[src/rtl/rng_acq_pkg.sv]
package rng_acq_pkg;
  typedef enum logic [1:0] {
    ST_INIT    = 2'd0,
    ST_SEARCH  = 2'd1,
    ST_RESOLVE = 2'd2,
    ST_TRACK   = 2'd3
  } acq_state_e;
endpackage

[src/rtl/rng_lock_qual.sv]
// Counts consecutive check ticks on which in_sig is high; hit flags the
// tick that completes the required run.
module rng_lock_qual #(
  parameter int QW = 4
) (
  input  logic          clk,
  input  logic          rst_n,
  input  logic          clr,
  input  logic          tick,
  input  logic          in_sig,
  input  logic [QW-1:0] thr,
  output logic          hit
);
  logic [QW-1:0] cnt;
  logic [QW:0]   thr_eff;
  logic [QW:0]   run_next;

  assign thr_eff  = (thr == '0) ? (QW+1)'(1) : {1'b0, thr};
  assign run_next = {1'b0, cnt} + (QW+1)'(1);
  assign hit      = tick && in_sig && (run_next >= thr_eff);

  always_ff @(posedge clk) begin
    if (!rst_n || clr) begin
      cnt <= '0;
    end else if (tick) begin
      if (!in_sig)       cnt <= '0;
      else if (~&cnt)    cnt <= cnt + QW'(1);
    end
  end

  // a run longer than one tick needs earlier counted ticks
  a_r4_run_before_hit: assert property (@(posedge clk) disable iff (!rst_n)
    (hit && thr_eff > (QW+1)'(1)) |-> (cnt != '0));
endmodule

[src/rtl/rng_sweep.sv]
// Stepped frequency sweep around a loaded centre, wrapping at the span edge.
module rng_sweep #(
  parameter int FW = 24,
  parameter int DW = 16
) (
  input  logic          clk,
  input  logic          rst_n,
  input  logic          load,
  input  logic [FW-1:0] center,
  input  logic [FW-1:0] half_span,
  input  logic [FW-1:0] step,
  input  logic [DW-1:0] dwell,
  input  logic          en,
  output logic [FW-1:0] freq,
  output logic          wrap
);
  logic [FW-1:0] lo_edge;
  logic [FW-1:0] pos;
  logic [DW-1:0] dcnt;
  logic [DW-1:0] dwell_last;
  logic          dwell_done;
  logic [FW:0]   pos_next;

  assign dwell_last = (dwell == '0) ? '0 : dwell - DW'(1);
  assign dwell_done = (dcnt >= dwell_last);
  assign pos_next   = {1'b0, pos} + {1'b0, step};
  assign wrap       = en && !load && dwell_done && (pos_next > {half_span, 1'b0});
  assign freq       = lo_edge + pos;

  always_ff @(posedge clk) begin
    if (!rst_n) begin
      lo_edge <= '0;
      pos     <= '0;
      dcnt    <= '0;
    end else if (load) begin
      lo_edge <= center - half_span;
      pos     <= '0;
      dcnt    <= '0;
    end else if (en) begin
      if (dwell_done) begin
        dcnt <= '0;
        pos  <= wrap ? '0 : pos_next[FW-1:0];
      end else begin
        dcnt <= dcnt + DW'(1);
      end
    end
  end

  // frequency stays put inside a dwell
  a_r1_hold_in_dwell: assert property (@(posedge clk) disable iff (!rst_n)
    (en && !load && !dwell_done) |=> $stable(freq));
endmodule

[src/rtl/rng_bw_pick.sv]
// Loop bandwidth code selection: manual per phase, or graded by SNR.
module rng_bw_pick #(
  parameter int SW = 8,
  parameter int BW = 3
) (
  input  logic          auto_en,
  input  logic          tracking,
  input  logic [SW-1:0] snr,
  input  logic [SW-1:0] snr_lo,
  input  logic [SW-1:0] snr_hi,
  input  logic [BW-1:0] code_acq,
  input  logic [BW-1:0] code_trk,
  output logic [BW-1:0] bw_sel
);
  logic [BW-1:0] graded;

  always_comb begin
    if (snr >= snr_hi)      graded = BW'(0);
    else if (snr >= snr_lo) graded = BW'(1);
    else                    graded = BW'(2);
    if (auto_en) bw_sel = tracking ? graded : graded + BW'(1);
    else         bw_sel = tracking ? code_trk : code_acq;
  end
endmodule

[src/rtl/rng_acq_seq.sv]
module rng_acq_seq
  import rng_acq_pkg::*;
#(
  parameter int FW    = 24,
  parameter int DW    = 16,
  parameter int QW    = 4,
  parameter int SW    = 8,
  parameter int BW    = 3,
  parameter int RW    = 32,
  parameter int NCOMP = 4,
  localparam int CIW  = (NCOMP > 1) ? $clog2(NCOMP) : 1
) (
  input  logic          clk,
  input  logic          rst_n,
  input  logic [FW-1:0] cfg_nominal,
  input  logic [FW-1:0] cfg_half_span,
  input  logic [FW-1:0] cfg_step,
  input  logic [DW-1:0] cfg_dwell,
  input  logic [QW-1:0] cfg_lock_n,
  input  logic [QW-1:0] cfg_loss_m,
  input  logic [BW-1:0] cfg_bw_acq,
  input  logic [BW-1:0] cfg_bw_trk,
  input  logic          cfg_auto_bw,
  input  logic [SW-1:0] cfg_snr_lo,
  input  logic [SW-1:0] cfg_snr_hi,
  input  logic [SW-1:0] snr_meas,
  input  logic          dop_valid,
  input  logic [FW-1:0] dop_offset,
  input  logic          rng_aid_valid,
  input  logic [RW-1:0] rng_aid,
  input  logic          chk_tick,
  input  logic          tone_lock,
  input  logic          comp_lock,
  input  logic          timing_pulse,
  input  logic [RW-1:0] range_in,
  input  logic          fail_clr,
  output logic [FW-1:0] freq_cmd,
  output logic [BW-1:0] bw_sel,
  output logic [CIW-1:0] comp_idx,
  output logic          rng_preload,
  output logic [RW-1:0] rng_preload_val,
  output logic [RW-1:0] range_word,
  output logic          range_valid,
  output logic          st_tone_lock,
  output logic          st_code_lock,
  output logic          st_acq,
  output logic          st_odd_even,
  output logic          alarm_loss,
  output logic          search_fail
);
  localparam logic [CIW-1:0] LAST_IDX = CIW'(NCOMP - 1);

  acq_state_e    state, state_nxt;
  logic [FW-1:0] sweep_freq, sweep_center, last_freq;
  logic [RW-1:0] last_range;
  logic          sweep_load, sweep_wrap, seed_ok, aided, tp_q, tp_rise;
  logic          tone_hit, comp_hit, loss_hit, comp_clr;
  logic [QW-1:0] comp_thr;

  // ---- qualifiers ---------------------------------------------------------
  assign comp_thr = aided ? QW'(1) : cfg_lock_n;
  assign comp_clr = (state != ST_RESOLVE) || comp_hit;

  rng_lock_qual #(.QW(QW)) u_tone_q (
    .clk(clk), .rst_n(rst_n), .clr(state != ST_SEARCH), .tick(chk_tick),
    .in_sig(tone_lock), .thr(cfg_lock_n), .hit(tone_hit));

  rng_lock_qual #(.QW(QW)) u_comp_q (
    .clk(clk), .rst_n(rst_n), .clr(comp_clr), .tick(chk_tick),
    .in_sig(comp_lock), .thr(comp_thr), .hit(comp_hit));

  rng_lock_qual #(.QW(QW)) u_loss_q (
    .clk(clk), .rst_n(rst_n), .clr(state != ST_TRACK), .tick(chk_tick),
    .in_sig(!(tone_lock && comp_lock)), .thr(cfg_loss_m), .hit(loss_hit));

  // ---- sweep --------------------------------------------------------------
  rng_sweep #(.FW(FW), .DW(DW)) u_sweep (
    .clk(clk), .rst_n(rst_n), .load(sweep_load), .center(sweep_center),
    .half_span(cfg_half_span), .step(cfg_step), .dwell(cfg_dwell),
    .en(state == ST_SEARCH), .freq(sweep_freq), .wrap(sweep_wrap));

  // ---- sequencing ---------------------------------------------------------
  always_comb begin
    state_nxt    = state;
    sweep_load   = 1'b0;
    sweep_center = dop_valid ? cfg_nominal + dop_offset : cfg_nominal;
    unique case (state)
      ST_INIT: begin
        state_nxt  = ST_SEARCH;
        sweep_load = 1'b1;
      end
      ST_SEARCH:  if (tone_hit) state_nxt = ST_RESOLVE;
      ST_RESOLVE: if (comp_hit && comp_idx == LAST_IDX) state_nxt = ST_TRACK;
      ST_TRACK: begin
        sweep_center = last_freq;
        if (loss_hit) begin
          state_nxt  = ST_SEARCH;
          sweep_load = 1'b1;
        end
      end
      default: state_nxt = ST_INIT;
    endcase
  end

  assign tp_rise = timing_pulse && !tp_q;

  always_ff @(posedge clk) begin
    if (!rst_n) begin
      state           <= ST_INIT;
      comp_idx        <= '0;
      last_freq       <= '0;
      last_range      <= '0;
      seed_ok         <= 1'b0;
      aided           <= 1'b0;
      rng_preload     <= 1'b0;
      rng_preload_val <= '0;
      st_odd_even     <= 1'b0;
      alarm_loss      <= 1'b0;
      search_fail     <= 1'b0;
      tp_q            <= 1'b0;
      range_word      <= '0;
      range_valid     <= 1'b0;
    end else begin
      state       <= state_nxt;
      tp_q        <= timing_pulse;
      rng_preload <= 1'b0;

      if (sweep_wrap)    search_fail <= 1'b1;
      else if (fail_clr) search_fail <= 1'b0;

      if (state == ST_SEARCH && tone_hit) begin
        last_freq       <= sweep_freq;
        comp_idx        <= '0;
        aided           <= rng_aid_valid || seed_ok;
        rng_preload     <= rng_aid_valid || seed_ok;
        rng_preload_val <= rng_aid_valid ? rng_aid : last_range;
      end

      if (state == ST_RESOLVE && comp_hit && comp_idx != LAST_IDX)
        comp_idx <= comp_idx + CIW'(1);

      if (state == ST_TRACK && loss_hit) begin
        alarm_loss  <= 1'b1;
        st_odd_even <= ~st_odd_even;
      end else if (state_nxt == ST_TRACK) begin
        alarm_loss  <= 1'b0;
      end

      if (tp_rise) begin
        range_word  <= range_in;
        range_valid <= (state_nxt == ST_TRACK);
        if (state == ST_TRACK) begin
          last_range <= range_in;
          seed_ok    <= 1'b1;
        end
      end else if (state_nxt != ST_TRACK) begin
        range_valid <= 1'b0;
      end
    end
  end

  // ---- outputs ------------------------------------------------------------
  assign freq_cmd     = (state == ST_SEARCH) ? sweep_freq : last_freq;
  assign st_tone_lock = (state == ST_RESOLVE) || (state == ST_TRACK);
  assign st_code_lock = (state == ST_TRACK);
  assign st_acq       = (state != ST_TRACK);

  rng_bw_pick #(.SW(SW), .BW(BW)) u_bw (
    .auto_en(cfg_auto_bw), .tracking(state == ST_TRACK), .snr(snr_meas),
    .snr_lo(cfg_snr_lo), .snr_hi(cfg_snr_hi), .code_acq(cfg_bw_acq),
    .code_trk(cfg_bw_trk), .bw_sel(bw_sel));

  // ---- assertions ---------------------------------------------------------
  a_r10_valid_in_track: assert property (@(posedge clk) disable iff (!rst_n)
    range_valid |-> st_code_lock);

  a_r4_freq_frozen: assert property (@(posedge clk) disable iff (!rst_n)
    (state == ST_RESOLVE && $past(state == ST_RESOLVE)) |-> $stable(freq_cmd));

  a_r11_parity_on_restart: assert property (@(posedge clk) disable iff (!rst_n)
    (st_odd_even != $past(st_odd_even)) |-> ($past(state == ST_TRACK) && state == ST_SEARCH));

  a_r3_fail_from_wrap: assert property (@(posedge clk) disable iff (!rst_n)
    $rose(search_fail) |-> $past(sweep_wrap));

  a_r5_idx_steps_by_one: assert property (@(posedge clk) disable iff (!rst_n)
    (state == ST_RESOLVE && $past(state == ST_RESOLVE) && comp_idx != $past(comp_idx))
      |-> (comp_idx == $past(comp_idx) + CIW'(1)));

  a_r6_preload_on_entry: assert property (@(posedge clk) disable iff (!rst_n)
    rng_preload |-> (state == ST_RESOLVE && $past(state == ST_SEARCH)));
endmodule

[config.mk]
export PLATFORM = sky130hd
export DESIGN_NAME = rng_acq_seq
export DESIGN_NICKNAME = d
export VERILOG_FILES = /design/src/rtl/rng_acq_pkg.sv /design/src/rtl/rng_lock_qual.sv /design/src/rtl/rng_sweep.sv /design/src/rtl/rng_bw_pick.sv /design/src/rtl/rng_acq_seq.sv
export SDC_FILE = /design/constraint.sdc
export NUM_CORES = 1
export LEC_CHECK = 0
export ABC_AREA = 1
export CORE_UTILIZATION = 30
export DETAILED_ROUTE_END_ITERATION = 7
export GPL_TIMING_DRIVEN = 1
export SLEW_MARGIN = 25
export SYNTH_ARGS = -nofsm -noshare
export SYNTH_HDL_FRONTEND = slang
export SYNTH_SLANG_ARGS = --single-unit
export TNS_END_PERCENT = 10
[constraint.sdc]
create_clock -name clk -period 4.2 [get_ports clk]
set_input_delay 1.26 -clock clk [delete_from_list [all_inputs] [get_ports clk]]
set_output_delay 1.26 -clock clk [all_outputs]
set_load 0.01 [all_outputs]
# Word-level counts from Yosys, hierarchy flattened
# Index checks and enable logic that the tools add are counted.
[word_totals] romBits=0 latchBits=0 mem_count=0 in_bits=224 ram_bits=0 regBits=208 output_inout_bits=101
[classes] n_eq_ne=13 bitwise_logic=2 mux=36 n_lt_le_gt_ge=7 shifts=0 reduce_logical=45 div_mod_pow=0 addsub=14 n_mul=0
[ops] op="24-bit two-way mux" n=4
[ops] op="24-bit adder" n=2
[ops] op="4-bit two-way mux" n=10
[ops] op="16-bit two-way mux" n=2
[ops] op="32-bit two-way mux" n=1
[ops] op="24-bit by 24-bit adder with 25-bit output" n=1
[ops] op="25-bit > comparator" n=1
[ops] op="24-bit subtractor" n=1
[ops] op="16-bit by 1-bit adder with 16-bit output (second input constant)" n=1
[ops] op="16-bit >= comparator" n=1
[ops] op="8-bit >= comparator" n=2
[ops] op="1-bit logical AND" n=16
[ops] op="16-bit logical NOT" n=1
[ops] op="16-bit by 1-bit subtractor with 16-bit output (second input constant)" n=1
[ops] op="4-bit by 1-bit adder with 5-bit output (second input constant)" n=3
[ops] op="5-bit >= comparator" n=3
[ops] op="2-bit != test (second input constant)" n=7
[ops] op="4-bit by 1-bit adder with 4-bit output (second input constant)" n=3
[ops] op="4-bit logical NOT" n=3
[ops] op="2-bit two-way mux" n=6
[ops] op="3-bit two-way mux" n=4
[ops] op="2-bit AND reduction" n=6
[ops] op="4-bit AND reduction" n=3
[ops] op="2-bit equality test (second input constant)" n=4
[ops] op="other kinds (13)" n=31

# Depth between registers and ports, before layout
[logic_depth] depth_word=11 mapped_depth=27 depth_no_buf=26

# Hierarchy
# Synthesis repeated with hierarchy kept, for this count alone.
[unflattened] hier_cells=2804 hier_area_um2=17331.6
[modules_own_cells] module="rng_sweep" cells_per_inst=1328 seq_area_each_um2=1281.2 n_inst=1 area_each_um2=7996.4
[modules_own_cells] module="rng_acq_seq" cells_per_inst=1205 seq_area_each_um2=2642.5 n_inst=1 area_each_um2=7623.6
[modules_own_cells] module="rng_lock_qual" cells_per_inst=58 seq_area_each_um2=80.1 n_inst=3 area_each_um2=384.1
[modules_own_cells] module="rng_bw_pick" cells_per_inst=97 seq_area_each_um2=0.0 n_inst=1 area_each_um2=559.3

# Worst setup path after synthesis
# OpenSTA, ideal clock, no wires.
[synth_timing] path_kind="input port to flip-flop" from="input cfg_nominal[0]" to="register u_sweep.lo_edge[20]" t_required_ns=4.136 arrival_ns=4.073 path_stages=24 path_slack_ns=0.063 setup_ns=0.064 path_cell_list="ha_1 -> inv_1 -> fa_1 -> inv_1 -> nand3_1 -> nand2_1 -> a21oi_1 -> o21ai_1 -> a21oi_1 -> o21ai_1 -> nand2_1 -> nand3_1 -> a22oi_1 -> ha_1 -> nand2_1 -> nor2_1 -> inv_1 -> nor2_1 -> nand4_1 -> nand3_1 -> a31oi_1 -> o21ai_0 -> a21oi_1 -> nor2_1"
[synth_via] elab_chain_cells=4
[synth_rtl] item="start: declaration" line_no="rng_acq_seq.sv:15" source="input logic [FW-1:0] cfg_nominal,"
[synth_rtl] item="24-bit adder" line_no="rng_acq_seq.sv:86" source="sweep_center = dop_valid ? cfg_nominal + dop_offset : cfg_nominal;"
[synth_rtl] item="24-bit two-way mux *" line_no="rng_acq_seq.sv:86"
[synth_rtl] item="24-bit two-way mux *" line_no="rng_acq_seq.sv:87" source="unique case (state)"
[synth_rtl] item="24-bit subtractor *" line_no="rng_sweep.sv:36" source="lo_edge <= center - half_span;"
[synth_rtl] item="end signal: assignment" line_no="rng_sweep.sv:36"
[synth_rtl] item="end: declaration" line_no="rng_sweep.sv:17" source="logic [FW-1:0] lo_edge;"
# Mark *: on every way between the ends. The rest lies on a longest branch, timed or not.
# A chain may end at the register's enable or synchronous reset.

# Final worst setup path
[layout_timing] from="register u_sweep.pos[9]" to="output freq_cmd[21]"
[layout_via] elab_chain_cells=2
[layout_rtl] item="start: declaration" line_no="rng_sweep.sv:18" source="logic [FW-1:0] pos;"
[layout_rtl] item="start signal: assignment" line_no="rng_sweep.sv:42" source="pos <= wrap ? '0 : pos_next[FW-1:0];"
[layout_rtl] item="24-bit adder" line_no="rng_sweep.sv:28" source="assign freq = lo_edge + pos;"
[layout_rtl] item="24-bit two-way mux" line_no="rng_acq_seq.sv:163" source="assign freq_cmd = (state == ST_SEARCH) ? sweep_freq : last_freq;"
[layout_rtl] item="end: declaration" line_no="rng_acq_seq.sv:37" source="output logic [FW-1:0] freq_cmd,"
# No other way between the ends.

==> metrics.md <==
| Metric | Value |
|---|---|
| Die area | `~0.053 mm^2` |
| Sequential fraction of the synthesis area | `0.266` |
| Worst hold-check path type | `flop to flop` |
| XOR/XNOR Fraction of Synth Area | `0.0504` |
| Drt initial violations | `1046` |
| Simple-Gate Fraction of Synth Area | `0.242` |
| P_leak | `roughly 11 nW` |
| Mux contribution to synthesized area | `0` |
| Min Clock Period, post-route | `4.30 ns` |
| Pin count of the biggest net entering global routing | `66` |
| CTS tree | `yes` |
| Final setup fails | `27` |
| DIE HEIGHT | `~230 um` |
| Maximum vdd drop | `0.250 mV` |
| CORE AREA | `between 0.05 and 0.06 mm^2` |
| Max Fclk | `0.233 GHz` |
| Post-synth cell types | `53` |
| Final wirelength | `just over 60000 um` |
| Non-Filler Instances | `about 3700` |
| Leading register cell type out of synthesis | `dfxtp_1` |
| Failing checks | `setup timing` |
| Final WS setup | `-0.0957 ns` |
| Hpwl dp | `between 40000 and 50000 um` |
| First-pass GRT wire length | `roughly 94000 um` |
| Antenna-violating nets left | `0` |
| Adder-Cell Fraction of Synth Area | `0.144` |
| Starting Density | `0.304` |
| Worst Reg-to-Reg Cells | `19` |
| Main combinational cell family by area after synthesis | `simple AND/OR/NAND/NOR gates` |
| CTS sink count | `208` |
| Core Rows | `83` |
| Worst-Margin Slew | `1.03 ns` |
| Reg2Reg Setup Slack | `slightly below 0.6 ns` |
| Setup crit end kind | `primary output` |
| Leading cell type in the layout, fill and taps excluded | `nand2_1` |
| Vias per cell | `4.90` |
| Final #Nets | `between 3000 and 4000` |
| Number of I/O pins | `between 300 and 400` |
| Endpoints failing hold | `0` |
| Outcome | `complete, but fails checks` |
| Synth area leader | `dfxtp_1` |
| Root buf cell | `clkbuf_16` |
| Post-synth top area share | `0.266` |
| Ant. Diodes | `0` |
| R2R Path End | `u_sweep.pos[13]$_SDFFE_PP0P_` |
| GRT Residual Overflow | `0` |
| Initial antenna violation count | `0` |
| Die extent in x | `~230 um` |
| Yosys warns | `0` |
| Fin Setup TNS | `-0.514 ns` |
| Routed len/inst | `about 17 um` |
| Startpoint types | `flop` |
| # fillers | `approximately 5100` |
| Placed cells | `approximately 3600` |
| DP Area | `0.0220 mm^2` |
| Max-cap viol count | `0` |
| Synthesized area | `between 0.015 and 0.02 mm^2` |
| Vias in the first global route | `17400` |
| Residual DRC | `0` |
| Layout Skew | `0.0139 ns` |
| Worst Min Path Start | `last_range[2]$_SDFFE_PN0P_` |
| Global placement routability congestion | `just under 1` |
| Synth Instances | `2341` |
| RSZ-0062 raised after global routing | `true` |
| EDFF count, synth | `0` |
| Core Util, Final | `0.479` |
| Cell area power density | `between 200 and 300 mW/mm^2` |
| CTS Buffer Depth | `3` |
| Clock transition at path regs | `roughly 0.060 ns` |
| Compound-Gate Fraction of Synth Area | `0.211` |
| Cts hold-fix bufs | `0` |
| CP Max Fanout | `4` |
| Num CTS Buffers | `27` |
| Mean Syn Cell Area | `6.68 um^2` |
| Asr flop ratio synth | `0` |
| Seq cells post-synth | `~210` |
| Share of cells above drive strength 1 | `0.237` |
| Design Area, Final | `0.0246 mm^2` |
| Area Overhead vs Synth | `57.5%` |
| Vias post-DR | `approximately 18000` |
| Global router's overall resource usage | `0.223` |
| Top post-synthesis cells by area | `dfxtp_1 (27%), ha_1 (14%), nand2_1 (12%)` |
| Synthesized net count | `around 2700` |
| Highest-count cells in the layout ignoring fill and taps | `nand2_1 (475), buf_4 (365), clkdlybuf4s50_1 (244)` |
| Pins Over Slew Limit | `0` |
| Clk_lat worst skew | `0.55 ns` |
| RR Startpoint | `u_sweep.pos[9]$_SDFFE_PP0P_` |
| PortBufs | `324` |
| H-tree levels | `1` |
| Hold Path Sink | `last_range[2]$_SDFFE_PN0P_` |
| WHS Path Cells | `2` |
| DRT Pass-1 Iters | `5` |
| Crit path from | `u_sweep.pos[9]$_SDFFE_PP0P_` |
| Fin crit share | `1.02` |
| CP arrival | `~3.0 ns` |
| Critical path type | `flop to primary output` |
| Relative slew slack | `0.312` |
| CP required | `roughly 3 ns` |
[synth_stat cells (all sizes together) (3+ instances only)]
cell type,n
buf,22
a21oi,281
nand3b,3
nand2,500
nand4,21
inv,272
or2,15
nor2,234
o211ai,19
nor3,32
o21a,4
o21ai,238
fa,4
a211oi,10
a22oi,8
clkbuf,52
a21o,12
nand3,90
a31o,4
xor2,50
nor4,7
xnor2,40
ha,173
dfxtp,208
nor3b,4
o21bai,10
a31oi,15
[report_power, final]
group / leakage (nW) / internal, W / switching (W)
combinational: 9.26 / 0.00113 / 0.00117
clock: 0.444 / 0.00146 / 0.000931
sequential: 1.69 / 0.00203 / 0.0000435
total: 11.4 / 0.00463 / 0.00214
[flip-flops by register name, summed over array words and instances (netlist names), 2 cells and up]
signal,cells
u_loss_q.cnt,4
u_sweep.pos,24
last_freq,24
rng_preload_val,32
u_comp_q.cnt,4
last_range,32
u_sweep.lo_edge,24
u_tone_q.cnt,4
state,2
u_sweep.dcnt,16
range_word,32
comp_idx,2
[critical path, stage by stage (launching register included)]
cell and delay, ns:
dfxtp_1 0.46, ha_1 0.33, nand2_1 0.11, inv_1 0.09, a21oi_1 0.16, nand2_1 0.08, nand2_1 0.09, nand3_2 0.09
a31o_2 0.24, or2_2 0.29, nand2_1 0.07, nand2_1 0.05, nand2_1 0.14, dlygate4sd2_1 0.30
[how the worst max path moves through the flow]
stage                                                  end  slack, ns  cells after the start
final                                         freq_cmd[21]       -0.1                     13
after global routing                          freq_cmd[18]      -0.23                     15
after detailed placement  u_sweep.lo_edge[21]$_SDFFE_PN0P_      -1.05                     21
after CTS                 u_sweep.lo_edge[21]$_SDFFE_PN0P_      -0.26                     21
after floorplan           u_sweep.lo_edge[20]$_SDFFE_PN0P_       0.06                     24
after global placement    u_sweep.lo_edge[21]$_SDFFE_PN0P_      -1.01                     21
[per-stage QoR]
stage | setup slack (ns) | total power [W] | hold slack (ns)
6_report | -0.0957 | 0.00677 | 0.447
3_3_place_gp | -1.01 | 0.00409 | 0.433
4_1_cts | -0.261 | 0.00664 | 0.446
5_1_grt | -0.233 | 0.00710 | 0.471
2_1_floorplan | 0.0625 | 0.00302 | 0.424
3_5_place_dp | -1.05 | 0.00411 | 0.437
[cells by family after synthesis]
logic type,count (synthesis)
flip-flops,208
AO/OA/AOI/OAI,611
AND/OR/NAND/NOR,908
buffers and inverters,347
adder cells (fa/ha/maj),177
XOR/XNOR,90
[cell type report]
cell class / instances / area, um^2 / share of cell area
Multi-Input combinational cell: 1786 / 11500 / 0.469
Timing Repair Buffer: 692 / 6090 / 0.247
Sequential cell: 208 / 4190 / 0.170
Inverter: 273 / 1040 / 0.0422
Tap cell: 680 / 851 / 0.0345
Clock buffer: 38 / 767 / 0.0311
Clock inverter: 10 / 153 / 0.00620
[repair_timing]
action | 4_1_cts | 5_1_grt
endpoints found under the setup margin | 79 | 76
buffers inserted | 7 | 12
resized for setup | 223 | 218
pin swaps | 44 | 100
[routing by layer]
layer	up-vias	routed length, um	track usage
met1	8437	27600	0.286
met3	100	2810	0.0224
li1	9083	-	-
met2	445	30200	0.393
met5	-	0	0
met4	0	1730	0.0577
Note: power is estimated with default switching activity, not from simulation.
